===== src/rtl/clkloss_guard.sv =====
module clkloss_guard #(
  parameter int WIN_LEN   = 64,
  parameter int MIN_EDGES = 2
) (
  input  logic       clk,
  input  logic       rst_n,
  input  logic       ref_clk_in,
  input  logic       osc_clk_in,
  input  logic       mon_disable,
  input  logic       osc_stable,
  input  logic       mode_wr,
  input  logic [1:0] mode_wdata,
  input  logic       mode_wint,
  input  logic       stat_rd,
  input  logic       flag_wr1,
  input  logic       loc_rst_en,
  input  logic       lol_rst_en,
  output logic [1:0] mode_req,
  output logic       mode_req_int,
  output logic [1:0] mode_cur,
  output logic       mode_cur_int,
  output logic       ref_good,
  output logic       loss_flag,
  output logic       lock_lost,
  output logic       irq,
  output logic       rst_req
);
  localparam int WW = (WIN_LEN > 1) ? $clog2(WIN_LEN) : 1;
  localparam int EW = $clog2(MIN_EDGES + 1);
  localparam logic [WW-1:0] WIN_LAST = WW'(WIN_LEN - 1);
  localparam logic [EW-1:0] EDGE_MIN = EW'(MIN_EDGES);

  localparam logic [1:0] M_OFF = 2'b00;
  localparam logic [1:0] M_SCM = 2'b01;
  localparam logic [1:0] M_BYP = 2'b10;
  localparam logic [1:0] M_LCK = 2'b11;

  logic [2:0]    ref_s, osc_s;
  logic [WW-1:0] win_q;
  logic [EW-1:0] ref_cnt, osc_cnt;
  logic          ref_ok_q, osc_wait_q, arm_q;

  always_ff @(posedge clk) begin
    if (!rst_n) begin
      ref_s <= '0;
      osc_s <= '0;
    end else begin
      ref_s <= {ref_s[1:0], ref_clk_in};
      osc_s <= {osc_s[1:0], osc_clk_in};
    end
  end

  wire ref_rise = ref_s[1] & ~ref_s[2];
  wire osc_rise = osc_s[1] & ~osc_s[2];
  wire win_end  = (win_q == WIN_LAST);

  always_ff @(posedge clk) begin
    if (!rst_n)       win_q <= '0;
    else if (win_end) win_q <= '0;
    else              win_q <= win_q + WW'(1);
  end

  always_ff @(posedge clk) begin
    if (!rst_n) begin
      ref_cnt <= '0;
      osc_cnt <= '0;
    end else if (win_end) begin
      ref_cnt <= '0;
      osc_cnt <= '0;
    end else begin
      if (ref_rise && ref_cnt != EDGE_MIN) ref_cnt <= ref_cnt + EW'(1);
      if (osc_rise && osc_cnt != EDGE_MIN) osc_cnt <= osc_cnt + EW'(1);
    end
  end

  wire ref_short = ref_cnt < EDGE_MIN;
  wire osc_short = osc_cnt < EDGE_MIN;
  wire in_lock   = (mode_cur == M_LCK);
  wire lock_ext  = in_lock & ~mode_cur_int;
  wire ref_mon   = (mode_cur == M_BYP) | lock_ext;
  wire osc_mon   = ((mode_cur == M_SCM) & ~osc_wait_q) | in_lock;

  wire ref_loss  = win_end & ~mon_disable & ref_mon & ref_short;
  wire osc_loss  = win_end & ~mon_disable & osc_mon & osc_short;
  wire loss_evt  = ref_loss | osc_loss;

  wire to_scm    = ref_loss & (lock_ext | (mode_cur == M_BYP));
  wire to_byp    = osc_loss & lock_ext & ~ref_loss;

  logic [1:0] cur_d;
  logic       cur_int_d;
  always_comb begin
    if (to_scm)      begin cur_d = M_SCM;    cur_int_d = 1'b0;         end
    else if (to_byp) begin cur_d = M_BYP;    cur_int_d = 1'b0;         end
    else             begin cur_d = mode_req; cur_int_d = mode_req_int; end
  end

  wire scm_entry = (cur_d == M_SCM) & ((mode_cur == M_OFF) | (mode_cur == M_BYP));

  always_ff @(posedge clk) begin
    if (!rst_n) begin
      mode_req     <= M_OFF;
      mode_req_int <= 1'b0;
      mode_cur     <= M_OFF;
      mode_cur_int <= 1'b0;
    end else begin
      mode_cur     <= cur_d;
      mode_cur_int <= cur_int_d;
      if (to_scm || to_byp) begin
        mode_req     <= cur_d;
        mode_req_int <= 1'b0;
      end else if (mode_wr) begin
        mode_req     <= mode_wdata;
        mode_req_int <= mode_wint;
      end
    end
  end

  always_ff @(posedge clk) begin
    if (!rst_n)                osc_wait_q <= 1'b0;
    else if (scm_entry)        osc_wait_q <= 1'b1;
    else if (cur_d != M_SCM)   osc_wait_q <= 1'b0;
    else if (osc_stable)       osc_wait_q <= 1'b0;
  end

  always_ff @(posedge clk) begin
    if (!rst_n)       ref_ok_q <= 1'b0;
    else if (win_end) ref_ok_q <= ~ref_short;
  end

  assign ref_good = mon_disable | (ref_mon & ref_ok_q);

  wire ack = flag_wr1 & arm_q & ~loc_rst_en;

  always_ff @(posedge clk) begin
    if (!rst_n) begin
      loss_flag <= 1'b0;
      lock_lost <= 1'b0;
      arm_q     <= 1'b0;
      rst_req   <= 1'b0;
    end else begin
      if (loss_evt)  loss_flag <= 1'b1;
      else if (ack)  loss_flag <= 1'b0;
      if (loss_evt && in_lock) lock_lost <= 1'b1;
      else if (ack)            lock_lost <= 1'b0;
      if (flag_wr1)                  arm_q <= 1'b0;
      else if (stat_rd && loss_flag) arm_q <= 1'b1;
      rst_req <= loss_evt & (loc_rst_en | (in_lock & lol_rst_en));
    end
  end

  assign irq = loss_flag & ~loc_rst_en & ~(lock_lost & lol_rst_en);
endmodule



===== config.mk =====
export PLATFORM = sky130hd
export DESIGN_NAME = clkloss_guard
export DESIGN_NICKNAME = d
export VERILOG_FILES = /design/src/rtl/clkloss_guard.sv
export SDC_FILE = /design/constraint.sdc
export NUM_CORES = 1
export LEC_CHECK = 0
export ABC_AREA = 1
export BUFFER_PORTS_ARGS = -buffer_cell sky130_fd_sc_hd__buf_2
export CORE_MARGIN = 4
export CORE_UTILIZATION = 47
export DETAILED_ROUTE_END_ITERATION = 8
export HOLD_SLACK_MARGIN = 0.02
export PLACE_DENSITY_LB_ADDON = 0.15
export SLEW_MARGIN = 0
export SYNTH_ARGS = -nofsm -noshare
export SYNTH_HDL_FRONTEND = slang
export SYNTH_SLANG_ARGS = --single-unit

===== constraint.sdc =====
create_clock -name clk -period 1.35 [get_ports clk]
set_input_delay 0.405 -clock clk [delete_from_list [all_inputs] [get_ports clk]]
set_output_delay 0.405 -clock clk [all_outputs]
set_load 0.02 [all_outputs]

==> metrics.md, run 1 <==
| Metric | Value |
|---|---|
| Syn nets | `roughly 180` |
| Max-cap viol count | `0` |
| Largest stage delay, worst path | `380 ps` |
| DRT antenna net count | `0` |
| Final Setup Violations | `3` |
| Minimum clock period | `1460 ps` |
| GRT overflow | `0` |
| Gr usage total | `14.8%` |
| Final Max Slew Viols | `0` |
| Final instance count without filler cells | `between 200 and 250` |
| Vias | `~1000` |
| # IOs | `25` |
| Die area | `0.00341 mm²` |
| Final worst slack | `-115 ps` |
| Share of layout cells above drive strength 1 | `34.7%` |
| Nets | `211` |
| CP max-delay cell | `dfxtp_4` |
| Hold bufs inserted after CTS | `0` |
| Vias per cell | `about 4.7` |
| Yosys reg bits | `28` |
| Drt initial violations | `19` |
| Worst Path Buf+Inv | `1` |
| Post-synthesis simple-gate area fraction | `31.8%` |
| Worst-path fanout max | `2` |
| Row count | `17` |
| Hold Crit Class | `input port to register` |
| Max Clock Skew | `9.02 ps` |
| Post-route DRC violation count | `0` |
| CTS max path bufs | `2` |
| Synthesis Warnings | `0` |
| RD Place Congestion | `0.783` |
| Seq/Total Area, Yosys | `47.0%` |
| Largest family of logic cells by synthesized area | `simple AND/OR/NAND/NOR gates` |
| Mapped Cells | `158` |
| DP HPWL | `~1800 µm` |
| Compound-cell area share of the yosys netlist | `5.35%` |
| Initial cell density of the core | `51.5%` |
| Syn_area_per_cell | `7.55 µm²` |
| Wirelength, routed | `between 2000 and 2500 µm` |
| Startpoint type of the worst setup path | `register` |
| First-pass GRT wire length | `3840 µm` |
| Violated checks | `setup timing` |
| Outcome | `finished, violations left` |
| Post-Syn Area | `0.00119 mm²` |
| Overall Power | `1.43 mW` |
| Post-Place Worst Slack | `-3.00 ps` |
| Count of cell types in the netlist | `20` |
| Fmax | `683 MHz` |
| Slew HR | `roughly 83%` |
| Critical path arrival | `roughly 1100 ps` |
| PortBufs | `24` |
| Reg clk slew, reported paths | `150 ps` |
| CORE AREA | `~0.0023 mm²` |
| Critical path required time | `950 ps` |
| Slew at the pin with the worst max-slew slack | `between 200 and 250 ps` |
| Number of CTS-inserted buffers | `3` |
| Antenna Cells | `0` |
| Cells along the critical path | `nand2_2, nand2_2, o21ai_2, buf_6` |
| CTS Sinks | `28` |
| Mux contribution to synthesized area | `0%` |
| Final period util | `108%` |
| Pleak | `0.751 nW` |
| First-pass iteration count of the detailed router | `4` |
| Worst vdd ir | `0.761 mV` |
| Area added between synthesis and finish | `29.6%` |
| WS Path Type | `register to primary output` |
| CTS Root Cell | `clkbuf_4` |
| H-tree levels | `1` |
| Crit-path most repeated cell | `nand2_2` |
| Antenna violations before repair | `0` |
| Pwr per Cell Area | `~930 mW/mm²` |
| Crit end category | `primary output` |
| Hold slack | `253 ps` |
| Vias in the first global route | `around 950` |
| Largest net degree at the start of global routing | `16` |
| WL/cell | `approximately 11 µm` |
| Cell family with the largest share of critical-path delay | `flip-flops` |
| CTS tree | `built` |
| Final Hold Vio Count | `0` |
| Chip width | `~58 µm` |
| Worst skew pair latency | `320 ps` |
| RSZ-0062 raised after global routing | `yes` |
| Synth Area in Adders | `3.14%` |
| Post-Place Cells | `approximately 210` |
| Die H | `between 50 and 60 µm` |
| Synth Area in XOR/XNOR | `3.67%` |
path summary, 6_finish.rpt:
path,start,depth (start not counted),slack [ps],end
hold / removal,flag_wr1,2,250,arm_q
setup reg to reg,mode_cur[0],9,0,lock_lost
setup / recovery,mode_cur[0],4,-110,ref_good
hold reg to reg,ref_s[0],2,430,ref_s[1]
registers in the layout, summed over array words and instances, names as in the netlist, 2 cells and up:
name	flops
osc_s	3
mode_req	2
win_q	6
mode_cur	2
ref_cnt	2
ref_s	3
osc_cnt	2
placed cells by master (no fill, tap or decap), types with 2 or more instances in the layout:
| cell | netlist | layout |
|---|---|---|
| dfxtp_1 | 28 | 21 |
| nor2_2 | 2 | 4 |
| a21oi_2 | 1 | 2 |
| nand4_1 | 2 | 2 |
| inv_1 | 27 | 27 |
| clkbuf_4 | 0 | 3 |
| buf_6 | 0 | 5 |
| nor2_4 | 1 | 2 |
| o21ai_0 | 5 | 4 |
| buf_4 | 0 | 7 |
| ha_1 | 3 | 2 |
| nand2_2 | 3 | 6 |
| xor2_1 | 5 | 5 |
| nand3_4 | 1 | 3 |
| a21oi_1 | 6 | 5 |
| nand2_1 | 33 | 30 |
| nand3_1 | 7 | 5 |
| buf_2 | 0 | 20 |
| dfxtp_2 | 0 | 6 |
| nand3_2 | 3 | 3 |
| nor2_1 | 27 | 24 |
synthesized netlist by cell type:
cell type  instances  area share (%)
nor2_4             1            0.94
ha_1               3             3.1
o21ai_0            5             2.1
nand3_2            3             2.5
xor2_1             5             3.7
nand2_1           33              10
nand3_4            1             1.5
a21oi_1            6             2.5
nand4_1            2             1.0
nand3_1            7             2.9
nor3_1             1            0.42
nand2_4            1            0.94
nand2_2            3             1.6
nor2_1            27             8.5
clkbuf_1           1            0.31
inv_2              1            0.31
nor2_2             2             1.0
a21oi_2            1            0.73
dfxtp_1           28              47
inv_1             27             8.5
power breakdown:
group	internal (mW)	leakage, nW	total, mW	switching, mW
clock	0.165	0.0210	0.399	0.234
combinational	0.0701	0.498	0.157	0.0868
sequential	0.856	0.232	0.876	0.0203
cells by family (layout without fill, tap and decap cells):
family | Yosys count | in the layout
DFF | 28 | 28
adders and majority gates | 3 | 3
buffers and inverters | 29 | 64
AOI/OAI and AO/OA | 12 | 12
xor gates and xnor gates | 5 | 5
and+or+nand+nor | 81 | 81
area by class of cell:
cell class	instances	area, µm²
fill	201	772
multi-input combinational	101	589
sequential	28	572
timing repair buffer	32	209
inverter	28	105
clock buffer	4	36.3
tap	28	35.0
routing by layer:
metal	vias to the layer above	share of wire [%]	GRT usage (%)
met5	-	0	0
met4	0	1.8	6.95
met3	4	4.3	2.19
met2	20	49	23.9
met1	470	45	19.2
li1	551	-	-
stage by stage:
step / instance area (µm²) / TNS [ps] / util, %
after floorplan: 1190 / 0 / -
after global placement: 1380 / 0 / 59.3
after detailed placement: 1380 / -3.00 / 59.3
after CTS: 1470 / -264 / 63.4
after global routing: 1550 / -723 / 66.7
final: 1550 / -233 / 66.7
what timing repair did:
action,in CTS,in global routing
pin swaps,1,8
setup buffers,3,1
resized for setup,15,17
setup endpoints to repair,5,21
Power figures use the tool's default switching activity.
==> run 2: changes to the inputs <==
--- a/config.mk
+++ b/config.mk
@@ -8,7 +8,7 @@
 export ABC_AREA = 1
 export BUFFER_PORTS_ARGS = -buffer_cell sky130_fd_sc_hd__buf_2
 export CORE_MARGIN = 4
-export CORE_UTILIZATION = 47
+export CORE_UTILIZATION = 52
 export DETAILED_ROUTE_END_ITERATION = 8
 export HOLD_SLACK_MARGIN = 0.02
 export PLACE_DENSITY_LB_ADDON = 0.15
==> constraint.sdc (replaced) <==
create_clock -name clk -period 1.5 [get_ports clk]
set_input_delay 0.45 -clock clk [delete_from_list [all_inputs] [get_ports clk]]
set_output_delay 0.45 -clock clk [all_outputs]
set_load 0.02 [all_outputs]
==> run 2 against run 1 <==
Net effect:
- the flow now finishes without violations
- utilization is 0.63 points lower
- worst setup slack better by 130 ps
- clock-buffer cell count stayed put
- largest cell class is now sequential cells
- first-iteration DRC count is 11% higher
- power is 11% lower
- critical endpoint unchanged
- clock power is 9.5% lower
- hold slack better by 36 ps
- sequential cell count stayed put
- cell area is 6.4% lower
- sequential power is 10% lower
- combinational power is 20% lower
==> metrics.md, run 2 (synthesis gave the netlist of run 1 again) <==
| Metric | Value |
|---|---|
| Outcome | `completed` |
| Worst vdd ir | `0.602 mV (-21%)` |
| First-pass iteration count of the detailed router | `4 (unchanged)` |
| Fmax | `673 MHz` |
| Setup TNS Final | `0 ps (+233 ps)` |
| Number of CTS-inserted buffers | `3 (unchanged)` |
| Minimum clock period | `around 1500 ps` |
| Post-Place Cells | `211 (-0.94%)` |
| Antenna violations before repair | `0 (unchanged)` |
| Commonest non-fill, non-tap cell in the layout | `nand2_1` |
| Top flop regs | `win_q x6, osc_s x3, ref_s x3` |
| Biggest register | `win_q` |
| Die area | `0.00313 mm² (-8.3%)` |
| Worst skew pair latency | `320 ps (about the same)` |
| Antenna Cells | `0 (unchanged)` |
| Drt initial violations | `21 (+2)` |
| Final instance count without filler cells | `218 (-1.4%)` |
| Area added between synthesis and finish | `21.3%` |
| Share of layout cells above drive strength 1 | `28.9% (-5.8 points)` |
| Final Setup Violations | `0 (-3)` |
| Final Hold Vio Count | `0 (unchanged)` |
| Largest net degree at the start of global routing | `16 (unchanged)` |
| PortBufs | `24 (unchanged)` |
| Critical path arrival | `1040 ps (-20 ps)` |
| Initial cell density of the core | `54.5% (+3.0 points)` |
| WL/cell | `10.9 µm (+2.0%)` |
| Chip width | `55.9 µm (-4.3%)` |
| Vias in the first global route | `1071 (+12%)` |
| Max reg flops | `6 (unchanged)` |
| H-tree levels | `1 (unchanged)` |
| CTS Sinks | `28 (unchanged)` |
| Hold Crit Class | `input port to register` |
| Pwr per Cell Area | `878 mW/mm² (-5.1%)` |
| Crit end category | `primary output` |
| Vias per cell | `4.80 (+1.5%)` |
| Hold bufs inserted after CTS | `0 (unchanged)` |
| GRT overflow | `0 (unchanged)` |
| RSZ-0062 raised after global routing | `yes` |
| RD Place Congestion | `0.799 (+2.1%)` |
| Fill cell total of the finished layout | `208 (+3.5%)` |
| Nets | `208 (-1.4%)` |
| CTS max path bufs | `2 (unchanged)` |
| CTS Root Cell | `clkbuf_4` |
| Slew at the pin with the worst max-slew slack | `239 ps (-9.45 ps)` |
| CORE AREA | `0.00219 mm² (-5.5%)` |
| Worst-path fanout max | `2 (unchanged)` |
| Final period util | `99.1%` |
| Wirelength, routed | `2380 µm (+0.59%)` |
| CTS tree | `built` |
| DRT antenna net count | `0 (unchanged)` |
| Vias | `1046 (+0.096%)` |
| Critical path required time | `1050 ps (+100 ps)` |
| Slew HR | `84.0% (+0.63 points)` |
| Max Clock Skew | `5.25 ps (-3.77 ps)` |
| Final Max Slew Viols | `0 (unchanged)` |
| Gr usage total | `16.7% (+2.0 points)` |
| Row count | `17 (unchanged)` |
| DP HPWL | `1820 µm (+3.0%)` |
| Die H | `55.9 µm (-4.3%)` |
| # IOs | `25 (unchanged)` |
| Startpoint type of the worst setup path | `register` |
| Pleak | `0.731 nW (-2.6%)` |
| Max-cap viol count | `0 (unchanged)` |
| Post-route DRC violation count | `0 (unchanged)` |
| Reg clk slew, reported paths | `150 ps (about the same)` |
| First-pass GRT wire length | `4300 µm (+12%)` |
| WS Path Type | `register to primary output` |
| Commonest non-fill, non-tap cells in the layout | `31 x nand2_1, 27 x inv_1, 27 x nor2_1` |
==> run 2: worst max-delay path, cell delays in order, from the launching register on <==
cell	delay [ps]
dfxtp_2	350
nand2_2	60
nand2_2	50
o21ai_2	120
buf_6	130
==> run 2: timing repair <==
| item | in CTS | in global routing |
|---|---|---|
| endpoints found under the setup margin | 2 | 3 |
| buffers inserted | 3 | 0 |
| resized for setup | 8 | 4 |
| pin swaps | 2 | 1 |
==> run 2: per-stage QoR <==
| stage | cell area, µm² | power [mW] | worst slack [ps] | utilization, % | hold WS [ps] |
|---|---|---|---|---|---|
| final | 1450 | 1.27 | 13.6 | 66.1 | 290 |
| after global routing | 1450 | 1.35 | -60.6 | 66.1 | 292 |
| after CTS | 1430 | 1.29 | -21.2 | 65.4 | 283 |
| after detailed placement | 1360 | 0.919 | 87.2 | 62.1 | 406 |
| after global placement | 1360 | 0.915 | 162 | 62.1 | 393 |
| after floorplan | 1190 | 0.870 | 142 | - | 390 |
==> run 2: path summary, 6_finish.rpt <==
kind              slack (ps)        start  cells past startpoint    endpoint
setup reg to reg         140     win_q[0]                      7  osc_wait_q
setup / recovery          10  mode_cur[0]                      4    ref_good
hold / removal           290     flag_wr1                      2       arm_q
hold reg to reg          430     ref_s[0]                      2    ref_s[1]
==> run 2: final cells by class <==
type                            count  area [µm²]  share of cell area, %
Clock buffer                        4        36.3                   2.51
Inverter                           28         105                   7.26
Multi-Input combinational cell    101         538                   37.2
Sequential cell                    28         567                   39.2
Tap cell                           28        35.0                   2.42
Timing Repair Buffer               29         166                   11.5
==> run 2: where the power goes <==
part | switching, mW | internal [mW] | total [mW]
registers | 0.0149 | 0.770 | 0.785
clock network | 0.212 | 0.148 | 0.361
logic | 0.0729 | 0.0525 | 0.125
total | 0.300 | 0.971 | 1.27
==> run 2: layer usage <==
layer | up-vias | track usage, % | wire (µm)
li1 | 545 | - | -
met1 | 477 | 19.1 | 1020
met2 | 22 | 30.6 | 1220
met3 | 2 | 2.78 | 115
met4 | 0 | 6.78 | 17
met5 | - | 0 | 0
==> run 3: changes to the inputs <==
--- a/config.mk
+++ b/config.mk
@@ -5,11 +5,11 @@
 export SDC_FILE = /design/constraint.sdc
 export NUM_CORES = 1
 export LEC_CHECK = 0
-export ABC_AREA = 1
 export BUFFER_PORTS_ARGS = -buffer_cell sky130_fd_sc_hd__buf_2
 export CORE_MARGIN = 4
-export CORE_UTILIZATION = 52
+export CORE_UTILIZATION = 51
 export DETAILED_ROUTE_END_ITERATION = 8
+export GPL_ROUTABILITY_DRIVEN = 1
 export HOLD_SLACK_MARGIN = 0.02
 export PLACE_DENSITY_LB_ADDON = 0.15
 export SLEW_MARGIN = 0
==> run 3 against run 2 <==
Net effect:
- the flow now finishes with violations (setup timing)
- sequential power rose by 0.8%
- global-route usage grew 2.4 points
- synthesized cell count is 28% lower
- clock skew fell by 3.7 ps
- routed wire length increased by 9.5%
- sequential share of layout area decreased by 1.5 points
- register-to-register slack worse by 310 ps
- cell area rose by 4.5%
- critical path type unchanged
- critical endpoint unchanged
- largest cell class unchanged
- largest power group unchanged
==> metrics.md, run 3 <==
| Metric | Value |
|---|---|
| Mapped Cells | `114 (-28%)` |
| # IOs | `25 (unchanged)` |
| Reg clk slew, reported paths | `150 ps (about the same)` |
| Final worst slack | `-255 ps (-269 ps)` |
| RD Place Congestion | `0.783 (-2.0%)` |
| GRT overflow | `0 (unchanged)` |
| Seq/Total Area, Yosys | `50.3% (+3.3 points)` |
| Syn nets | `131 (-25%)` |
| Share of layout cells above drive strength 1 | `40.9% (+12 points)` |
| Row count | `16 (-1)` |
| Final instance count without filler cells | `186 (-15%)` |
| Ranking of synthesized cells by area | `dfxtp_1 50%, a211oi_1 3.4%, and2_1 3.4%` |
| Largest net degree at the start of global routing | `17 (+1)` |
| CORE AREA | `0.00202 mm² (-7.7%)` |
| Critical path required time | `1050 ps (about the same)` |
| Largest family of logic cells by synthesized area | `simple AND/OR/NAND/NOR gates` |
| Violated checks | `setup timing` |
| Wirelength, routed | `2600 µm (+9.5%)` |
| Synth Flop Type | `dfxtp_1` |
| Slew HR | `68.7% (-15 points)` |
| Antenna Cells | `0 (unchanged)` |
| CTS Sinks | `28 (unchanged)` |
| Drt initial violations | `11 (-48%)` |
| Die area | `0.00300 mm² (-4.1%)` |
| Number of CTS-inserted buffers | `3 (unchanged)` |
| Hold bufs inserted after CTS | `0 (unchanged)` |
| CTS max path bufs | `2 (unchanged)` |
| Utilization after layout | `74.8% (+8.7 points)` |
| Biggest register | `win_q` |
| Post-Syn Area | `0.00111 mm² (-6.6%)` |
| H-tree levels | `1 (unchanged)` |
| Top Metal Used | `met4` |
| Final Setup Violations | `6 (+6)` |
| Critical path arrival | `1310 ps (+270 ps)` |
| Share of the synthesized area in the top cell type | `50.3% (+3.3 points)` |
| Initial cell density of the core | `55.1% (+0.65 points)` |
| DRT antenna net count | `0 (unchanged)` |
| Chip width | `54.8 µm (-2.1%)` |
| Pleak | `0.638 nW (-13%)` |
| Max reg flops | `6 (unchanged)` |
| CTS tree | `built` |
| Startpoint type of the worst setup path | `register` |
| Post-DP Area | `0.00138 mm² (+1.2%)` |
| Post-route DRC violation count | `0 (unchanged)` |
| Antenna violations before repair | `0 (unchanged)` |
| Max-cap viol count | `0 (unchanged)` |
| Hold Crit Class | `input port to register` |
| Vias per cell | `5.26 (+9.7%)` |
| Top flop regs | `win_q x6, osc_s x3, ref_s x3` |
| Vias | `979 (-6.4%)` |
| Worst skew pair latency | `330 ps (about the same)` |
| First-pass iteration count of the detailed router | `4 (unchanged)` |
| First-pass GRT wire length | `4130 µm (-3.8%)` |
| Met2 wire len | `1320 µm (+7.7%)` |
| Minimum clock period | `1760 ps (+269 ps)` |
| Top cells by count, synth | `28 x dfxtp_1, 10 x nor2_1, 8 x inv_1` |
| Synth Area in XOR/XNOR | `3.93% (+0.26 points)` |
| Final period util | `117% (+18 points)` |
| Gr usage total | `19.2% (+2.4 points)` |
| Post-synthesis simple-gate area fraction | `21.4% (-10 points)` |
| Vias in the first global route | `958 (-11%)` |
| Post-Place Cells | `178 (-16%)` |
| Final Hold Vio Count | `0 (unchanged)` |
| Yosys top cell by area | `dfxtp_1` |
| Nets | `177 (-15%)` |
| WS Path Type | `register to primary output` |
| Max Clock Skew | `1.57 ps (-3.68 ps)` |
| RSZ-0062 raised after global routing | `yes` |
| CTS Root Cell | `clkbuf_4` |
| WL/cell | `14.0 µm (+28%)` |
| Yosys reg bits | `28 (unchanged)` |
| Commonest non-fill, non-tap cell in the layout | `dfxtp_1` |
| Post-synth EDFFs | `0 (unchanged)` |
| Crit end category | `primary output` |
| Metal3 WL | `112 µm (-2.6%)` |
| Slew at the pin with the worst max-slew slack | `464 ps (+225 ps)` |
| Async set-reset flop share out of synthesis | `0% (unchanged)` |
| Met1 wire length | `1150 µm (+13%)` |
| PortBufs | `24 (unchanged)` |
| Mux contribution to synthesized area | `1.91% (+1.9 points)` |
| Count leader, synth | `dfxtp_1` |
| Worst-path fanout max | `2 (unchanged)` |
| Post-Place Worst Slack | `-99.1 ps (-186 ps)` |
| Worst vdd ir | `0.586 mV (-2.8%)` |
| Die H | `54.8 µm (-2.1%)` |
| Area added between synthesis and finish | `35.7%` |
| Compound-cell area share of the yosys netlist | `15.7% (+10 points)` |
| Fmax | `570 MHz (-15%)` |
| Synthesis Warnings | `0 (unchanged)` |
| Hold slack | `277 ps (-12.2 ps)` |
| Pwr per Cell Area | `906 mW/mm² (+3.1%)` |
| Final Max Slew Viols | `0 (unchanged)` |
| Commonest non-fill, non-tap cells in the layout | `23 x dfxtp_1, 21 x buf_2, 19 x buf_4` |
| DP HPWL | `1830 µm (+0.51%)` |
| Synth Area in Adders | `3.37% (+0.22 points)` |
| Final instance area | `0.00151 mm² (+4.5%)` |
| Count of cell types in the netlist | `38 (+90%)` |
| Outcome | `finished, violations left` |
| Syn_area_per_cell | `9.78 µm² (+29%)` |
## run 3: changes by cell type after synthesis, sizes merged, moves of 4 or more
cell,delta
a211oi,+5
a21oi,-4
and2,+6
inv,-20
nand2,-31
nand3,-7
nor2,-20
xnor2,+4
xor2,-4
## run 3: metal layers
metal | global-route usage, % | up-vias
met1 | 22.5 | 461
met4 | 8.30 | 0
met3 | 4.09 | 4
met5 | 0 | -
met2 | 33.1 | 20
li1 | - | 494
## run 3: logic make-up (layout without fill, tap and decap cells)
logic type / after synthesis / in the layout
XOR/XNOR: 5 / 5
AND/OR/NAND/NOR: 41 / 41
multiplexers: 2 / 2
buffers and inverters: 10 / 55
adder cells (fa/ha/maj): 3 / 3
flip-flops: 28 / 28
AO/OA/AOI/OAI: 25 / 25
## run 3: repair_timing
item,4_1_cts,5_1_grt
setup endpoints to repair,3,10
hold endpoints to repair,0,0
pin swaps,3,1
resized for setup,9,9
setup buffers,4,1
## run 3: through the flow
stage | TNS [ps] | power (mW)
2_1_floorplan | 0 | 0.880
3_3_place_gp | -43.1 | 0.938
3_5_place_dp | -99.1 | 0.944
4_1_cts | -352 | 1.38
5_1_grt | -1060 | 1.42
6_report | -806 | 1.37
## run 3: layout make-up
cell class | count | area [µm²]
clock buffers | 4 | 47.5
fillers | 141 | 509
inverters | 9 | 33.8
multi-input cells | 76 | 558
flip-flops and latches | 28 | 569
well taps | 27 | 33.8
repair buffers | 42 | 270
## run 3: worst paths after layout
kind / start / endpoint / slack [ps] / cells past startpoint
max reg2reg: mode_cur[1] / osc_wait_q / -170 / 5
min: flag_wr1 / arm_q / 280 / 2
min reg2reg: osc_s[0] / osc_s[1] / 460 / 1
max: mode_cur[1] / ref_good / -260 / 4
## run 3: critical path, stage by stage (launching register included)
cell and delay (ps):
dfxtp_4 370, a21bo_4 220, buf_6 110, o21bai_1 120, buf_4 160
## run 3: report_power, final
| group | internal [mW] | total [mW] | switching [mW] | leakage, nW |
|---|---|---|---|---|
| logic | 0.0773 | 0.152 | 0.0743 | 0.381 |
| clock network | 0.204 | 0.427 | 0.223 | 0.0261 |
| registers | 0.772 | 0.791 | 0.0192 | 0.231 |
| total | 1.05 | 1.37 | 0.317 | 0.638 |
